`config.mk`:
```
export PLATFORM = sky130hd
export DESIGN_NAME = cascade_counter
export DESIGN_NICKNAME = d
export VERILOG_FILES = /design/src/rtl/cascade_counter_pkg.sv /design/src/rtl/cascade_counter_ctrl.sv /design/src/rtl/cascade_counter_dp.sv /design/src/rtl/cascade_counter.sv
export SDC_FILE = /design/constraint.sdc
export NUM_CORES = 1
export LEC_CHECK = 0
export BUFFER_PORTS_ARGS = -buffer_cell sky130_fd_sc_hd__buf_2
export CAP_MARGIN = 10
export CORE_AREA = 2 2 39 41
export CTS_BUF_LIST = sky130_fd_sc_hd__clkbuf_8
export DETAILED_ROUTE_END_ITERATION = 8
export DIE_AREA = 0 0 41 43
export GPL_TIMING_DRIVEN = 0
export PLACE_DENSITY = 0.37
export RECOVER_POWER = 25
export SLEW_MARGIN = 10
export SYNTH_ARGS = -nofsm -noshare
export SYNTH_HDL_FRONTEND = slang
export SYNTH_SLANG_ARGS = --single-unit
```
`constraint.sdc`:
```
create_clock -name clk -period 2 [get_ports clk]
set_input_delay 0.3 -clock clk [delete_from_list [all_inputs] [get_ports clk]]
set_output_delay 0.3 -clock clk [all_outputs]
set_load 0.05 [all_outputs]
```
`src/rtl/cascade_counter_pkg.sv`:
```
package cascade_counter_pkg;
  // Strobes passed from control to datapath; at most one is high.
  typedef struct packed {
    logic doClear;
    logic doLoad;
    logic doInc;
  } ctrStrobes_t;
endpackage

```
`src/rtl/cascade_counter_ctrl.sv`:
```
module cascade_counter_ctrl
  import cascade_counter_pkg::*;
(
  input  logic        clearN,
  input  logic        loadN,
  input  logic        cntEn,
  input  logic        chainEn,
  output ctrStrobes_t strobes
);
  logic clearReq;
  logic loadReq;
  logic incReq;

  // Priority: clear, then load, then increment.
  always_comb begin
    clearReq = ~clearN;
    loadReq  = clearN & ~loadN;
    incReq   = clearN & loadN & cntEn & chainEn;
  end

  always_comb begin
    strobes.doClear = clearReq;
    strobes.doLoad  = loadReq;
    strobes.doInc   = incReq;
  end
endmodule

```
`src/rtl/cascade_counter_dp.sv`:
```
module cascade_counter_dp
  import cascade_counter_pkg::*;
#(
  parameter int WIDTH = 4
) (
  input  logic             clk,
  input  ctrStrobes_t      strobes,
  input  logic             chainEn,
  input  logic [WIDTH-1:0] loadData,
  output logic [WIDTH-1:0] countQ,
  output logic             carryOut
);
  localparam logic [WIDTH-1:0] ZERO = '0;

  logic [WIDTH:0]   lowOnes;   // lowOnes[i]: bits below i are all ones
  logic [WIDTH-1:0] incValue;
  logic [WIDTH-1:0] stateQ;
  logic [WIDTH-1:0] stateD;

  assign lowOnes[0] = 1'b1;

  genvar gi;
  generate
    for (gi = 0; gi < WIDTH; gi++) begin : g_bit
      assign lowOnes[gi+1] = lowOnes[gi] & stateQ[gi];
      assign incValue[gi]  = stateQ[gi] ^ lowOnes[gi];
    end
  endgenerate

  always_comb begin
    stateD = stateQ;
    if (strobes.doClear)     stateD = ZERO;
    else if (strobes.doLoad) stateD = loadData;
    else if (strobes.doInc)  stateD = incValue;
  end

  always_ff @(posedge clk) begin
    stateQ <= stateD;
  end

  assign countQ   = stateQ;
  assign carryOut = chainEn & lowOnes[WIDTH];
endmodule

```
`src/rtl/cascade_counter.sv`:
```
module cascade_counter
  import cascade_counter_pkg::*;
#(
  parameter int WIDTH = 4
) (
  input  logic             clk,
  input  logic             clearN,
  input  logic             loadN,
  input  logic             cntEn,
  input  logic             chainEn,
  input  logic [WIDTH-1:0] loadData,
  output logic [WIDTH-1:0] countQ,
  output logic             carryOut
);
  ctrStrobes_t strobes;

  cascade_counter_ctrl u_ctrl (
    .clearN  (clearN),
    .loadN   (loadN),
    .cntEn   (cntEn),
    .chainEn (chainEn),
    .strobes (strobes)
  );

  cascade_counter_dp #(.WIDTH(WIDTH)) u_dp (
    .clk      (clk),
    .strobes  (strobes),
    .chainEn  (chainEn),
    .loadData (loadData),
    .countQ   (countQ),
    .carryOut (carryOut)
  );
endmodule

```
# After elaboration in Yosys (flattened, before gate mapping)
# Index checks and enable logic that the tools add are counted.
dict set report op_classes {
  add_sub_neg 0
  mul 0
  div 0
  magnitude_cmp 0
  eq_ne 0
  n_shift 0
  muxes 2
  bitwise 13
  reduce_logical 1
}
# op count
set ops {}
lappend ops {{1-bit AND} 8}
lappend ops {{4-bit 2-to-1 mux} 2}
lappend ops {{1-bit XOR} 3}
lappend ops {{1-bit inverter} 2}
lappend ops {{2-bit nonzero test} 1}
dict set report word_totals {
  reg_bits 4
  latch_bits 0
  mem_bits_rw 0
  mem_bits_ro 0
  in_bits 9
  output_inout_bits 5
  wordCells 17
  mem_count 0
}

# Depth between registers and ports, before layout
# Gate-level depths: netlist of the first run.
dict set report logic_depth {
  word_depth 5
  ltp_mapped 5
  depth_no_buf 5
}

# By module
# A second synthesis of the first run with hierarchy kept.
dict set report hier_totals {
  cells_unflattened 28
  hier_area_um2 276.5
}
# module n_inst cells_each area_per_inst_um2 seq_area_each_um2
set by_module_without_submodules {}
lappend by_module_without_submodules {cascade_counter_dp 1 22 232.7 80.1}
lappend by_module_without_submodules {cascade_counter_ctrl 1 6 43.8 0.0}

# Worst setup path after synthesis of the first run
# OpenSTA, ideal clock, no wires.
dict set report synth_path {
  kind {reg2out}
  start {register u_dp.stateQ[0], in the netlist u_dp.countQ[0]}
  end {output carryOut}
  t_arrival_ns 1.415
  t_required_ns 1.700
  slack_ns 0.285
  stages_incl_launch_ff 5
  n_path_buf 0
  path_cell_list {dfxtp_1 -> ha_1 -> ha_1 -> ha_1 -> and2_2}
}
dict set report synth_between {
  elab_chain_cells 4
}
# item line_no
set synth_lines {}
lappend synth_lines {{start, declared} cascade_counter_dp.sv:17} ;# logic [WIDTH-1:0] stateQ;
lappend synth_lines {{start signal, assigned} cascade_counter_dp.sv:38} ;# stateQ <= stateD;
lappend synth_lines {{1-bit AND (3 in series)} cascade_counter_dp.sv:25} ;# assign lowOnes[gi+1] = lowOnes[gi] & stateQ[gi];
lappend synth_lines {{1-bit AND} cascade_counter_dp.sv:42} ;# assign carryOut = chainEn & lowOnes[WIDTH];
lappend synth_lines {{end, declared} cascade_counter.sv:13} ;# output logic carryOut
# No other way between the ends.

# Final worst setup path of the first run
# Same ends and word-level chain as after synthesis.

==> metrics.md, run 1 <==
| Metric | Value |
|---|---|
| Mapped Area | approximately 250 sq um |
| Crit-path most repeated cell | ha_1 |
| # Post-CTS Setup Buffers | 0 |
| Worst-Skew Late Latency | 0.22 ns |
| Power per Cell Area | slightly below 900 nW/um^2 |
| Setup-failing EPs final | 0 |
| Peak VDD IR | roughly 0.36 mV |
| Initial core utilization | 0.180 |
| Synth Area in Adders | 0.151 |
| Slew margin rel. | 0.834 |
| CP Capture Type | primary output |
| First-pass GRT wire length | approximately 970 microns |
| Pin count of the biggest net entering global routing | 10 |
| Top-Level Pins | 14 |
| Nets | between 50 and 60 |
| Pleak | approximately 0.00018 uW |
| Die H | ~43 microns |
| Share of synthesized area spent on multiplexers | 0 |
| CTS sink cnt | 4 |
| Routed Antenna Nets | 0 |
| Via density per instance | roughly 4.3 |
| Max cap viols | 0 |
| Clk buf depth | 2 |
| Clock root buffer | clkbuf_8 |
| Synth-to-layout area growth | 46.7% |
| Hold-fix buffers, CTS | 0 |
| Yosys warns | 0 |
| Critical path startpoint category | register |
| Syn Area/Cell | about 9.6 sq um |
| Num CTS Buffers | 3 |
| Share of cells above drive strength 1 | 0.425 |
| Wire per inst | 10.9 microns |
| Placed wire-length estimate | 465 microns |
| Period utilization | 0.878 |
| Setup TNS | 0 ns |
| Syn_nets | 38 |
| Skew final | around 0.0038 ns |
| FP Rows | 14 |
| HP Class | in -> reg |
| Routed WL | ~610 microns |
| Number of global-route vias before repair | between 200 and 250 |
| Gr ovfl total | 0 |
| Final count of hold timing violations | 0 |
| Worst Path Required | 1.70 ns |
| Initial antenna violation count | 0 |
| Measured slew at the worst slew-check pin | ~0.25 ns |
| Critical path class | reg -> out |
| Worst hold margin | ~0.37 ns |
| Crit path DAT | around 1.5 ns |
| Final min period | around 1.8 ns |
| XOR/XNOR share of the synthesized area | 0 |
| CTS clk-pin slew, worst paths | 0.03 ns |
| H-tree depth | 1 |
| Critical path buffers and inverters | 1 |
| Max incr delay on CP | 0.32 ns |
| Die Width | 41 microns |
| Largest family of logic cells by synthesized area | compound AO/OA/AOI/OAI gates |
| Flop-to-flop setup slack | between 0.7 and 0.8 ns |
| Synth Area in Compound Gates | 0.342 |
| Register area share after synthesis | 0.322 |
| DRT Pass-1 Iters | 4 |
| Post-Synth Simple-Gate Area | 0.121 |
| Fin. max-slew vios | 0 |
| Via count | about 240 |
| Cells after Synth | 26 |
| CP Max Fanout | 4 |
| FF+latch count, synth | 4 |
| Global Route Usage Sum | 0.0903 |
| Die area | 1760 sq um |
| DR iter-0 viols | 2 |
| Largest register FFs | 4 |
| GP Congestion | around 0.67 |
| RSZ-0062 raised after global routing | no |
| Diode count | 0 |
| Clock tree from TritonCTS | done |
| DRC Markers | 0 |
| PortBufs | 11 |
| Max Clk Rate | 569 MHz |
| Post-synth cell types | 10 |
| PostCTS Resize Cnt | 0 |
| Crit path cell chain | ha_1 > ha_1 > ha_1 > and2_2 > buf_2 |
| Run status | finished clean |
| Top delay family on crit path | adder cells |
| Core ar. | 1380 sq um |
| CP max-delay cell | dfxtp_1 |
-- area by class of cell --
cell class              instances  area (sq um)
multi-input cells              20           153
well taps                      16          20.0
plain buffers                   2          16.3
repair buffers                 11          55.1
flip-flops and latches          4          80.1
fillers                       154          1020
clock buffers                   3          41.3
-- Yosys cell counts (all sizes together) --
cell | number | share of area
dfxtp | 4 | 0.32
o21ai | 4 | 0.080
buf | 2 | 0.065
a31oi | 4 | 0.10
nand3 | 3 | 0.060
and2 | 1 | 0.030
a21bo | 4 | 0.16
ha | 3 | 0.15
nand3b | 1 | 0.030
-- per-stage QoR --
stage | area [sq um] | power [uW] | setup slack (ns) | util | std cells
floorplan | 249 | 136 | 0.285 | - | 26
global placement | 324 | 153 | 0.458 | 0.234 | 53
detailed placement | 324 | 155 | 0.455 | 0.234 | 53
CTS | 365 | 329 | 0.225 | 0.264 | 56
global route | 365 | 344 | 0.157 | 0.264 | 56
finish | 365 | 321 | 0.244 | 0.264 | 56
-- routing by layer --
metal,GRT usage,vias up,routed length [microns]
li1,-,127,-
met3,0.0942,0,90
met2,0.106,13,234
met5,0,-,0
met4,0.0400,0,0
met1,0.103,102,287
-- worst reg2reg max path: stages, from the launching register on --
cell and delay [ns]:
dfxtp_1 0.32, ha_1 0.20, ha_1 0.18, ha_1 0.27, nand3_1 0.07, a31oi_1 0.15
-- report_power, final --
part           switching, uW  leakage (uW)  internal (uW)  total [uW]
combinational           39.1      0.000126           22.3        61.4
clock                   40.1     0.0000216            128         168
sequential              4.73     0.0000333           86.7        91.4
total                   84.0      0.000181            237         321
-- final timing paths --
kind | start | end | depth (start not counted)
worst min-delay path | clearN | u_dp.countQ[2]$_SDFFE_PN0P_ | 3
worst max-delay path | u_dp.countQ[0]$_SDFFE_PN0P_ | carryOut | 5
worst max register to register | u_dp.countQ[0]$_SDFFE_PN0P_ | u_dp.countQ[3]$_SDFFE_PN0P_ | 5
worst min register to register | u_dp.countQ[0]$_SDFFE_PN0P_ | u_dp.countQ[0]$_SDFFE_PN0P_ | 2
-- cells in the final DEF, fill, tap and decap left out --
| cell | n |
|---|---|
| buf_6 | 1 |
| buf_2 | 12 |
| a21bo_1 | 4 |
| and2_2 | 1 |
| o21ai_0 | 4 |
| clkbuf_8 | 3 |
| ha_1 | 3 |
| nand3b_1 | 1 |
| dfxtp_1 | 4 |
| a31oi_1 | 4 |
| nand3_1 | 3 |
-- kinds of logic after synthesis --
family	after synthesis
AOI/OAI and AO/OA	12
and+or+nand+nor	5
DFF	4
adders and majority gates	3
buffers and inverters	2
(Power assumes the default switching activity.)
==> run 2: changes to the inputs <==
--- a/config.mk
+++ b/config.mk
@@ -9,2 +9,4 @@
 export CAP_MARGIN = 10
+export CELL_PAD_IN_SITES_DETAIL_PLACEMENT = 1
+export CELL_PAD_IN_SITES_GLOBAL_PLACEMENT = 2
 export CORE_AREA = 2 2 39 41
@@ -14,3 +16,3 @@
 export GPL_TIMING_DRIVEN = 0
-export PLACE_DENSITY = 0.37
+export PLACE_DENSITY = 0.61
 export RECOVER_POWER = 25
==> constraint.sdc (replaced) <==
create_clock -name clk -period 2 [get_ports clk]
set_input_delay 0.4 -clock clk [delete_from_list [all_inputs] [get_ports clk]]
set_output_delay 0.4 -clock clk [all_outputs]
set_load 0.05 [all_outputs]
==> metrics.md, run 2 (synthesis gave the netlist of run 1 again) <==
| Metric | Value |
|---|---|
| Routed WL | approximately 690 microns |
| Via count | approximately 260 |
| Largest register FFs | 4 |
| Max incr delay on CP | between 0.3 and 0.4 ns |
| Final min period | roughly 1.9 ns |
| Skew final | about 0.0023 ns |
| R2R cell count | 5 |
| Pin count of the biggest net entering global routing | 10 |
| Initial core utilization | 0.180 |
| Commonest non-fill, non-tap cell in the layout | buf_2 |
| Worst-Skew Late Latency | ~0.22 ns |
| Initial antenna violation count | 0 |
| Gr ovfl total | 0 |
| Die Width | 41 microns |
| Max Clk Rate | 538 MHz |
| Commonest cells after routing, fill and taps aside | buf_2 (12), a21bo_1 (4), o21ai_0 (4), a31oi_1 (4), dfxtp_1 (4) |
| Die H | around 43 microns |
| DRT Pass-1 Iters | 1 |
| HP Class | in -> reg |
| Pleak | around 0.00018 uW |
| Final Core Density | 0.264 |
| Net Sw Power | 86.9 uW |
| Global Route Usage Sum | 0.105 |
| FP Rows | 14 |
| Synth-to-layout area growth | 46.7% |
| Die area | approximately 1800 sq um |
| Clk buf depth | 2 |
| Clock Power Share | 0.525 |
| Fin. max-slew vios | 0 |
| Seq pwr share | 0.282 |
| First-pass GRT wire length | around 1200 microns |
| Core ar. | between 1000 and 1500 sq um |
| RSZ-0062 raised after global routing | no |
| Crit-path most repeated cell | ha_1 |
| Hold-fix buffers, CTS | 0 |
| Via density per instance | roughly 4.6 |
| Power per Cell Area | ~900 nW/um^2 |
| Wire per inst | roughly 12 microns |
| Post-Place Cells | 53 |
| Top-Level Pins | 14 |
| Slew margin rel. | 0.836 |
| Fillers | roughly 170 |
| Diode count | 0 |
| Crit path DAT | roughly 1.5 ns |
| Routed Antenna Nets | 0 |
| Hold Crit Depth | 3 |
| CP Max Fanout | 4 |
| Final count of hold timing violations | 0 |
| Period utilization | 0.930 |
| Finished Layout Cells | 56 |
| CP max-delay cell | dfxtp_1 |
| Nets | 54 |
| Run status | finished clean |
| # Post-CTS Setup Buffers | 0 |
| Area of the multi-input gates | roughly 150 sq um |
| Final instance area | around 370 sq um |
| Critical path class | reg -> out |
| Number of global-route vias before repair | 268 |
| Top delay family on crit path | adder cells |
| CTS sink cnt | 4 |
| PostCTS Resize Cnt | 0 |
| Share of cells above drive strength 1 | 0.425 |
| Peak VDD IR | 0.213 mV |
| Critical path buffers and inverters | 1 |
| Setup-failing EPs final | 0 |
| Worst Path Required | roughly 1.6 ns |
| Placed instance area | ~320 sq um |
| Setup TNS | 0 ns |
| Measured slew at the worst slew-check pin | between 0.2 and 0.25 ns |
| Critical path startpoint category | register |
| GP Congestion | between 0.6 and 0.7 |
| DRC Markers | 0 |
| Clock root buffer | clkbuf_8 |
| H-tree depth | 1 |
| Clock tree from TritonCTS | done |
| Sw Share | 0.268 |
| P_int | around 240 uW |
| Combinational share of power | 0.193 |
| CTS clk-pin slew, worst paths | roughly 0.030 ns |
| CP Capture Type | primary output |
| Sequential standard cell area | roughly 80 sq um |
| Max cap viols | 0 |
| DR iter-0 viols | 0 |
| Stages on the worst setup path | 5 |
| Crit path cell chain | ha_1 > ha_1 > ha_1 > and2_2 > buf_2 |
| Num CTS Buffers | 3 |
| PortBufs | 11 |
-- run 2: cell counts in the layout (fill, tap and decap cells not counted) --
Identical to the previous run, type by type.
-- run 2: routing by layer --
layer  wire length, microns  track usage
met1                    256        0.122
met2                    377        0.144
met3                     54       0.0471
met4                      0       0.0800
met5                      0            0
-- run 2: power groups by stage --
stage          registers [uW]  logic (uW)  clock network, uW
3_3_place_gp             92.0        61.2                  0
4_1_cts                  91.6        63.6                176
5_1_grt                  92.5        68.9                179
3_5_place_dp             92.5        62.9                  0
2_1_floorplan             113        22.7                  0
6_report                 91.5        62.5                170
-- run 2: area by class of cell --
| type | count | share of cell area |
|---|---|---|
| tap | 16 | 0.0548 |
| clock buffer | 3 | 0.113 |
| multi-input combinational | 20 | 0.418 |
| timing repair buffer | 11 | 0.151 |
| buffer | 2 | 0.0445 |
| sequential | 4 | 0.219 |
-- run 2: tightest hold or removal path, delay by kind of cell --
kind / cells / cell delay [ns]
AO/OA/AOI/OAI: 2 / 0.11
buffers and inverters: 1 / 0.12
-- run 2: worst paths after layout --
kind                               start                           to  slack (ns)
max reg2reg  u_dp.countQ[0]$_SDFFE_PN0P_  u_dp.countQ[3]$_SDFFE_PN0P_        0.73
max          u_dp.countQ[0]$_SDFFE_PN0P_                     carryOut        0.14
min reg2reg  u_dp.countQ[0]$_SDFFE_PN0P_  u_dp.countQ[0]$_SDFFE_PN0P_        0.61
min                               clearN  u_dp.countQ[3]$_SDFFE_PN0P_        0.47
-- run 2: metrics by stage --
stage | power [uW] | worst slack [ns] | hold WS, ns
2_1_floorplan | 136 | 0.185 | 0.500
6_report | 324 | 0.140 | 0.467
3_3_place_gp | 153 | 0.363 | 0.586
5_1_grt | 341 | 0.0612 | 0.501
3_5_place_dp | 155 | 0.362 | 0.601
4_1_cts | 331 | 0.133 | 0.462
==> run 3: changes to the inputs <==
- RECOVER_POWER: 25 -> default
- REMOVE_ABC_BUFFERS: default -> 1
- SLEW_MARGIN: 10 -> 20
==> metrics.md, run 3 (synthesis gave the netlist of run 1 again) <==
| Metric | Value |
|---|---|
| Run status | finished clean |
| RSZ-0062 raised after global routing | no |
| Met3 usage | 0.0314 |
| Finished Layout Cells | 56 |
| Period utilization | 0.934 |
| Setup TNS | 0 ns |
| Final instance area | approximately 360 sq um |
| Worst Path Required | about 1.6 ns |
| Share of cells above drive strength 1 | 0.425 |
| DRC Markers | 0 |
| Nets | 54 |
| Max incr delay on CP | about 0.32 ns |
| Top delay family on crit path | adder cells |
| First-pass GRT wire length | around 1100 microns |
| Largest register FFs | 4 |
| Peak VDD IR | 0.248 mV |
| CP Max Fanout | 4 |
| Critical path startpoint category | register |
| Routed WL | slightly below 700 microns |
| Hold-fix buffers, CTS | 0 |
| Clock tree from TritonCTS | done |
| Final min period | ~1.9 ns |
| Power per Cell Area | 893 nW/um^2 |
| Slew margin rel. | 0.834 |
| Num CTS Buffers | 3 |
| CP max-delay cell | dfxtp_1 |
| HP Class | in -> reg |
| Critical path buffers and inverters | 1 |
| Global Route Usage Sum | 0.0921 |
| CTS sink cnt | 4 |
| Via density per instance | around 4.7 |
| Commonest cells after routing, fill and taps aside | buf_2 (13), a21bo_1 (4), o21ai_0 (4), a31oi_1 (4), dfxtp_1 (4) |
| FP Rows | 14 |
| Measured slew at the worst slew-check pin | ~0.25 ns |
| Diode count | 0 |
| Final Core Density | 0.259 |
| PostCTS Resize Cnt | 0 |
| Pin count of the biggest net entering global routing | 10 |
| Met1 usage | 0.102 |
| Final count of hold timing violations | 0 |
| Synth-to-layout area growth | 44.2% |
| Crit path DAT | approximately 1.5 ns |
| GP Congestion | 0.640 |
| Pleak | around 0.00018 uW |
| Max Clk Rate | roughly 540 MHz |
| Initial antenna violation count | 0 |
| Gr ovfl total | 0 |
| Busiest grt layer | met2 |
| Clock root buffer | clkbuf_8 |
| Worst hold margin | about 0.47 ns |
| Fillers | approximately 170 |
| Die Width | roughly 41 microns |
| Crit-path most repeated cell | ha_1 |
| Initial core utilization | 0.180 |
| Wire per inst | around 12 microns |
| Commonest non-fill, non-tap cell in the layout | buf_2 |
| Routed Antenna Nets | 0 |
| Max cap viols | 0 |
| Via count | roughly 270 |
| Placed wire-length estimate | 553 microns |
| DR iter-0 viols | 2 |
| Critical path class | reg -> out |
| CP Capture Type | primary output |
| Post-Place Cells | between 50 and 60 |
| # Post-CTS Setup Buffers | 0 |
| Top-Level Pins | 14 |
| Fin. max-slew vios | 0 |
| Skew final | roughly 0.0015 ns |
| M2 GR Usage | 0.131 |
| Crit path cell chain | ha_1 > ha_1 > ha_1 > and2_2 > buf_2 |
| DRT Pass-1 Iters | 2 |
| Placed instance area | 318 sq um |
| Number of global-route vias before repair | ~270 |
| Setup-failing EPs final | 0 |
| CTS clk-pin slew, worst paths | ~0.030 ns |
| Clk buf depth | 2 |
| Die area | about 1800 sq um |
| Worst-Skew Late Latency | 0.21 ns |
| Core ar. | roughly 1400 sq um |
| H-tree depth | 1 |
| Die H | 43 microns |
| PortBufs | 13 |
[run 3: cell types whose count changed in the layout (fill, tap and decap cells not counted)]
cell	previous run	this run
buf_2	12	13
buf_6	1	0
[run 3: per-stage QoR]
| stage | total power [uW] | setup WS [ns] |
|---|---|---|
| finish | 321 | 0.131 |
| global route | 337 | 0.0672 |
| CTS | 329 | 0.108 |
| detailed placement | 154 | 0.338 |
| global placement | 152 | 0.362 |
| floorplan | 130 | 0.185 |
[run 3: worst paths after layout]
check / from / endpoint / slack (ns) / cells after the start
setup / recovery: u_dp.countQ[0]$_SDFFE_PN0P_ / carryOut / 0.13 / 5
hold reg to reg: u_dp.countQ[0]$_SDFFE_PN0P_ / u_dp.countQ[0]$_SDFFE_PN0P_ / 0.61 / 2
hold / removal: clearN / u_dp.countQ[2]$_SDFFE_PN0P_ / 0.47 / 3
setup reg to reg: u_dp.countQ[0]$_SDFFE_PN0P_ / u_dp.countQ[3]$_SDFFE_PN0P_ / 0.72 / 5
[run 3: worst register-to-register path, delay by kind of cell, from the launching register on]
kind / cells / cell delay [ns]
AOI/OAI and AO/OA: 1 / 0.16
adders and majority gates: 3 / 0.65
DFF: 1 / 0.32
and+or+nand+nor: 1 / 0.07
[run 3: cell type report]
cell class | count | area (sq um) | share of cell area
timing repair buffer | 13 | 65.1 | 0.181
sequential | 4 | 80.1 | 0.223
clock buffer | 3 | 41.3 | 0.115
tap | 16 | 20.0 | 0.0557
multi-input combinational | 20 | 153 | 0.425
[run 3: power by group]
part	internal, uW	switching (uW)	leakage, uW
Combinational	21.1	39.7	0.000124
Sequential	86.6	4.84	0.0000333
Clock	128	40.1	0.0000216
Total	236	84.6	0.000179
[run 3: metal layers]
layer	up-vias	wire length, microns
met5	-	0
met4	0	0
met3	0	89
met2	14	323
met1	123	281
li1	128	-
